<file path="config.mk">
export PLATFORM = sky130hd
export DESIGN_NAME = smbus_alert_latch
export DESIGN_NICKNAME = d
export VERILOG_FILES = /design/src/rtl/smb_alert_pkg.sv /design/src/rtl/smb_alert_rst_sync.sv /design/src/rtl/smb_alert_status.sv /design/src/rtl/smb_alert_seq.sv /design/src/rtl/smbus_alert_latch.sv
export SDC_FILE = /design/constraint.sdc
export NUM_CORES = 1
export LEC_CHECK = 0
export BUFFER_PORTS_ARGS = -buffer_cell sky130_fd_sc_hd__buf_2
export CORE_MARGIN = 8
export CORE_UTILIZATION = 25
export DETAILED_ROUTE_END_ITERATION = 8
export GPL_ROUTABILITY_DRIVEN = 0
export PLACE_DENSITY = 0.61
export SETUP_SLACK_MARGIN = 0.02
export SYNTH_ARGS = -nofsm -noshare
export SYNTH_HDL_FRONTEND = slang
export SYNTH_SLANG_ARGS = --single-unit
</file>
<file path="constraint.sdc">
create_clock -name clk_i -period 0.9 [get_ports clk_i]
set_clock_uncertainty 0.15 [all_clocks]
set_input_delay 0.09 -clock clk_i [delete_from_list [all_inputs] [get_ports clk_i]]
set_output_delay 0.09 -clock clk_i [all_outputs]
set_load 0.05 [all_outputs]
</file>
<file path="src/rtl/smb_alert_pkg.sv">
`timescale 1ns/1ps
package smb_alert_pkg;
  localparam int unsigned ADDR_W = 7;
  localparam int unsigned BYTE_W = ADDR_W + 1;

  // Read-order tracker: whether a status read is waiting for an ARA read
  typedef enum logic {
    PH_IDLE      = 1'b0,
    PH_STAT_SEEN = 1'b1
  } rd_phase_e;

  // Reply byte placed on the bus for an ARA read: address, then a 0 bit
  function automatic logic [BYTE_W-1:0] ara_reply(input logic [ADDR_W-1:0] addr);
    return {addr, 1'b0};
  endfunction
endpackage

</file>
<file path="src/rtl/smb_alert_rst_sync.sv">
`timescale 1ns/1ps
// Asserts reset asynchronously and releases it on a clock edge
module smb_alert_rst_sync #(
  parameter int unsigned STAGES = 2
) (
  input  logic clk_i,
  input  logic rst_ni,
  output logic rst_no
);
  logic [STAGES-1:0] pipe_q;
  logic [STAGES-1:0] pipe_d;

  generate
    if (STAGES == 1) begin : g_one
      always_comb pipe_d = 1'b1;
    end else begin : g_many
      always_comb pipe_d = {pipe_q[STAGES-2:0], 1'b1};
    end
  endgenerate

  always_ff @(posedge clk_i or negedge rst_ni) begin
    if (!rst_ni) begin
      pipe_q <= '0;
    end else begin
      pipe_q <= pipe_d;
    end
  end

  assign rst_no = pipe_q[STAGES-1];
endmodule

</file>
<file path="src/rtl/smb_alert_status.sv">
`timescale 1ns/1ps
// Sticky per-fault status bits, cleared on a status read unless the fault persists
module smb_alert_status #(
  parameter int unsigned NUM_FAULTS = 4
) (
  input  logic                  clk_i,
  input  logic                  rst_ni,
  input  logic [NUM_FAULTS-1:0] fault_i,
  input  logic                  stat_rd_i,
  output logic [NUM_FAULTS-1:0] status_o
);
  logic [NUM_FAULTS-1:0] stat_q;
  logic [NUM_FAULTS-1:0] stat_d;
  logic [NUM_FAULTS-1:0] stat_en;

  for (genvar g = 0; g < NUM_FAULTS; g++) begin : g_bit
    always_comb begin
      stat_en[g] = stat_rd_i | fault_i[g];
      stat_d[g]  = fault_i[g] | (stat_q[g] & ~stat_rd_i);
    end

    always_ff @(posedge clk_i or negedge rst_ni) begin
      if (!rst_ni) begin
        stat_q[g] <= 1'b0;
      end else if (stat_en[g]) begin
        stat_q[g] <= stat_d[g];
      end
    end
  end

  assign status_o = stat_q;
endmodule

</file>
<file path="src/rtl/smb_alert_seq.sv">
`timescale 1ns/1ps
// Alert latch plus the status-then-ARA release sequencer
module smb_alert_seq
  import smb_alert_pkg::*;
(
  input  logic clk_i,
  input  logic rst_ni,
  input  logic fault_any_i,
  input  logic mask_i,
  input  logic stat_rd_i,
  input  logic ara_rd_i,
  output logic alert_o,
  output logic stat_seen_o
);
  rd_phase_e phase_q, phase_d;
  logic      alert_q, alert_d;
  logic      raise, release_hit;

  always_comb begin
    phase_d = phase_q;
    if (stat_rd_i) begin
      phase_d = PH_STAT_SEEN;
    end else if (ara_rd_i) begin
      phase_d = PH_IDLE;
    end
  end

  always_comb begin
    raise       = fault_any_i & ~mask_i;
    release_hit = ara_rd_i & (phase_q == PH_STAT_SEEN) & alert_q;
    alert_d     = raise | (alert_q & ~release_hit);
  end

  always_ff @(posedge clk_i or negedge rst_ni) begin
    if (!rst_ni) begin
      phase_q <= PH_IDLE;
      alert_q <= 1'b0;
    end else begin
      phase_q <= phase_d;
      alert_q <= alert_d;
    end
  end

  assign alert_o     = alert_q;
  assign stat_seen_o = (phase_q == PH_STAT_SEEN);
endmodule

</file>
<file path="src/rtl/smbus_alert_latch.sv">
`timescale 1ns/1ps
module smbus_alert_latch
  import smb_alert_pkg::*;
#(
  parameter int unsigned NUM_FAULTS  = 4,
  parameter logic [6:0]  SLAVE_ADDR  = 7'h4C,
  parameter int unsigned SYNC_STAGES = 2
) (
  input  logic                  clk_i,
  input  logic                  rst_ni,
  input  logic [NUM_FAULTS-1:0] fault_i,
  input  logic                  stat_rd_i,
  input  logic                  ara_rd_i,
  input  logic                  mask_i,
  output logic                  alert_no,
  output logic [NUM_FAULTS-1:0] status_o,
  output logic                  ara_ack_o,
  output logic [BYTE_W-1:0]     ara_byte_o
);
  logic rst_sync_n;
  logic fault_any;
  logic alert_q;
  logic stat_seen;

  smb_alert_rst_sync #(.STAGES(SYNC_STAGES)) u_rst (
    .clk_i  (clk_i),
    .rst_ni (rst_ni),
    .rst_no (rst_sync_n)
  );

  smb_alert_status #(.NUM_FAULTS(NUM_FAULTS)) u_status (
    .clk_i     (clk_i),
    .rst_ni    (rst_sync_n),
    .fault_i   (fault_i),
    .stat_rd_i (stat_rd_i),
    .status_o  (status_o)
  );

  assign fault_any = |fault_i;

  smb_alert_seq u_seq (
    .clk_i       (clk_i),
    .rst_ni      (rst_sync_n),
    .fault_any_i (fault_any),
    .mask_i      (mask_i),
    .stat_rd_i   (stat_rd_i),
    .ara_rd_i    (ara_rd_i),
    .alert_o     (alert_q),
    .stat_seen_o (stat_seen)
  );

  assign alert_no   = ~alert_q;
  assign ara_ack_o  = ara_rd_i & alert_q;
  assign ara_byte_o = ara_reply(SLAVE_ADDR);
endmodule

</file>
==> metrics.md <==
| Metric | Value |
|---|---|
| Outcome | `finished with violations` |
| Failing checks | `negative hold slack, negative setup slack` |
| Worst reg-to-reg path cell count | `1` |
| Die Wd | `52.9 um` |
| Via density | `~3.7` |
| CP arrival | `920 ps` |
| Nets | `60` |
| Max Slew Vio Count | `0` |
| LEAKAGE | `approximately 0.26 nW` |
| Synth unique cells | `10` |
| Worst path max stage delay | `~360 ps` |
| Drt first-iter violations | `2` |
| Io pins | `23` |
| Post-route ant nets | `0` |
| Worst-path clk slew | `60 ps` |
| Fillers | `approximately 130` |
| CP Capture Type | `output pin` |
| CP bufs+invs | `2` |
| Num rows | `13` |
| PnR worst setup slack | `-256 ps` |
| CP Class | `flip-flop to output pin` |
| Final period util | `1.28` |
| Worst Setup SP | `u_seq.alert_o` |
| Port bufs | `14` |
| Crit path cell chain | `inv_2 -> nor2_4 -> buf_6` |
| Largest net degree at the start of global routing | `7` |
| Final Power | `between 0.0009 and 0.001 W` |
| TritonRoute pass-1 iters | `2` |
| Crit-path max FO | `2` |
| Inserted Diodes | `0` |
| Min Tclk post-route | `roughly 1200 ps` |
| Placed cell count | `between 50 and 60` |
| Crit path depth | `3` |
| HP Start | `fault_i[1]` |
| Max-cap violations | `0` |
| CP max-delay cell | `dfrtp_1` |
| Post-synthesis register bit count | `8` |
| Clock network latency to the later pin of the worst-skew pair | `240 ps` |
| CTS tree | `done` |
| Gate Count Post-Synth | `30` |
| CTS sink cnt | `8` |
| Switching share of total power | `0.335` |
| Die Area | `between 2000 and 3000 um^2` |
| Seq/Total Area, Yosys | `0.588` |
| Die height | `52.9 um` |
| Setup bufs post-CTS | `0` |
| Peak VDD IR | `0.970 mV` |
| Int Pwr | `between 0.0006 and 0.0007 W` |
| Via count | `between 200 and 250` |
| Switching power | `about 0.00032 W` |
| DRC Markers | `0` |
| Largest delay share family, worst path | `flip-flops` |
| CP required | `roughly 660 ps` |
| Fin cells | `65` |
| Register share of total power | `0.426` |
| DRT Wirelength | `slightly below 700 um` |
| R2r endpoint | `u_status.status_o[0]` |
| Gr usage total | `0.0511` |
| Area post-placement | `a little over 400 um^2` |
| Count of hold-fix buffers inserted at cts | `2` |
| Layout area overhead | `46.7%` |
| Final Cell Area | `~500 um^2` |
| Total grt overflow | `0` |
| Area of the multi-input gates | `slightly above 100 um^2` |
| Logic pwr share | `0.271` |
| RSZ-0062 raised after global routing | `true` |
| WL per Instance | `roughly 10 um` |
| Initial antenna violation count | `0` |
| First-pass GRT wire length | `a little over 1 mm` |
| FMAX | `between 0.8 and 0.9 GHz` |
| Dpl hpwl | `approximately 610 um` |
| Initial core utilization | `0.265` |
| Register area | `205 um^2` |
| Avg Cell Area, Syn | `~11 um^2` |
| Min-delay worst type | `input pin to flip-flop` |
| Power per Cell Area | `~1900 nW/um^2` |
| CTS buffer count | `3` |
| Ys Warns | `0` |
| Reg-to-reg startpoint | `u_status.status_o[0]` |
| CP endpoint | `ara_ack_o` |
| Layout cells sized above 1 | `0.500` |
| Core area | `~1300 um^2` |
| Setup Viol. Count Final | `6` |
| Vias in the first global route | `246` |
| Clk buf depth | `2` |
| Hold slack | `-121 ps` |
| Netlist Area Pre-Place | `340 um^2` |
| Fin. Hold Viols | `12` |
| CTS root buf | `clkbuf_4` |
| CP startpoint kind | `flip-flop` |
| Worst R2R Setup Slack | `around 50 ps` |
| H-tree level count | `1` |
| Part of the power in the clock network | `0.303` |
kinds of logic (layout without fill, tap and decap cells):
group / count (synthesis) / count (layout) / share of synthesized area
AND/OR/NAND/NOR: 3 / 3 / 0.0404
other: 2 / 9 / 0.0221
flip-flops: 8 / 8 / 0.588
AO/OA/AOI/OAI: 6 / 6 / 0.140
buffers and inverters: 11 / 24 / 0.210
area by class of cell:
cell class                 instances  share of cell area
timing repair buffer              17               0.271
inverter                           3              0.0226
tap                               15              0.0376
clock buffer                       4              0.0526
multi-input combinational         18               0.206
sequential                         8               0.411
synth_stat cells:
cell	number	area [um^2]
nor4_1	1	6.26
a21o_2	1	8.76
conb_1	2	7.51
a21o_1	4	30.0
dfrtp_1	8	200
nand2_1	1	3.75
buf_4	8	60.1
nor2_1	1	3.75
o2bb2ai_1	1	8.76
inv_1	3	11.3
flip-flops by register name (all words and copies together), names as in the netlist:
| register | flops |
|---|---|
| u_seq.alert_o | 1 |
| u_status.status_o | 4 |
| u_rst.pipe_q | 2 |
| u_seq.stat_seen_o | 1 |
per-layer routing:
layer | GRT usage | routed length [um]
met1 | 0.0408 | 226
met2 | 0.0879 | 386
met3 | 0.0476 | 64
met4 | 0.0129 | 0
met5 | 0 | 0
repair_timing:
item / CTS / global route
setup endpoints to repair: 6 / 6
resized for setup: 13 / 0
endpoints found under the hold margin: 14 / 14
layout by cell type, fill, tap and decap left out, drive strengths merged:
| cell type | synthesis | layout |
|---|---|---|
| conb | 2 | 9 |
| dlygate4sd3 | 0 | 2 |
| buf | 8 | 15 |
| clkbuf | 0 | 4 |
| dfrtp | 8 | 8 |
| nor2 | 1 | 1 |
| nand2 | 1 | 1 |
| inv | 3 | 3 |
| o2bb2ai | 1 | 1 |
| a21o | 5 | 5 |
| nor4 | 1 | 1 |
per-stage QoR:
stage | setup TNS [ps] | setup WS [ps] | utilization
floorplan | -493 | -231 | -
global placement | -169 | -65.7 | 0.323
detailed placement | -236 | -88.2 | 0.323
CTS | -1150 | -267 | 0.389
global route | -1340 | -315 | 0.389
finish | -1090 | -256 | 0.389
worst min path at each step:
stage,end,slack [ps],depth (start not counted)
2_1_floorplan,u_rst.pipe_q[0],-360,0
3_3_place_gp,u_rst.pipe_q[0],-270,1
3_5_place_dp,u_rst.pipe_q[0],-270,1
4_1_cts,u_status.status_o[1],-130,2
5_1_grt,u_status.status_o[1],-130,2
6_report,u_status.status_o[1],-120,2
power by group through the flow:
stage	logic, W	registers, W	clock network, W
floorplan	0.000158	0.000449	0
global placement	0.000224	0.000406	0
detailed placement	0.000226	0.000407	0
CTS	0.000260	0.000404	0.000303
global route	0.000270	0.000407	0.000338
finish	0.000257	0.000404	0.000288
(Power assumes the default switching activity.)
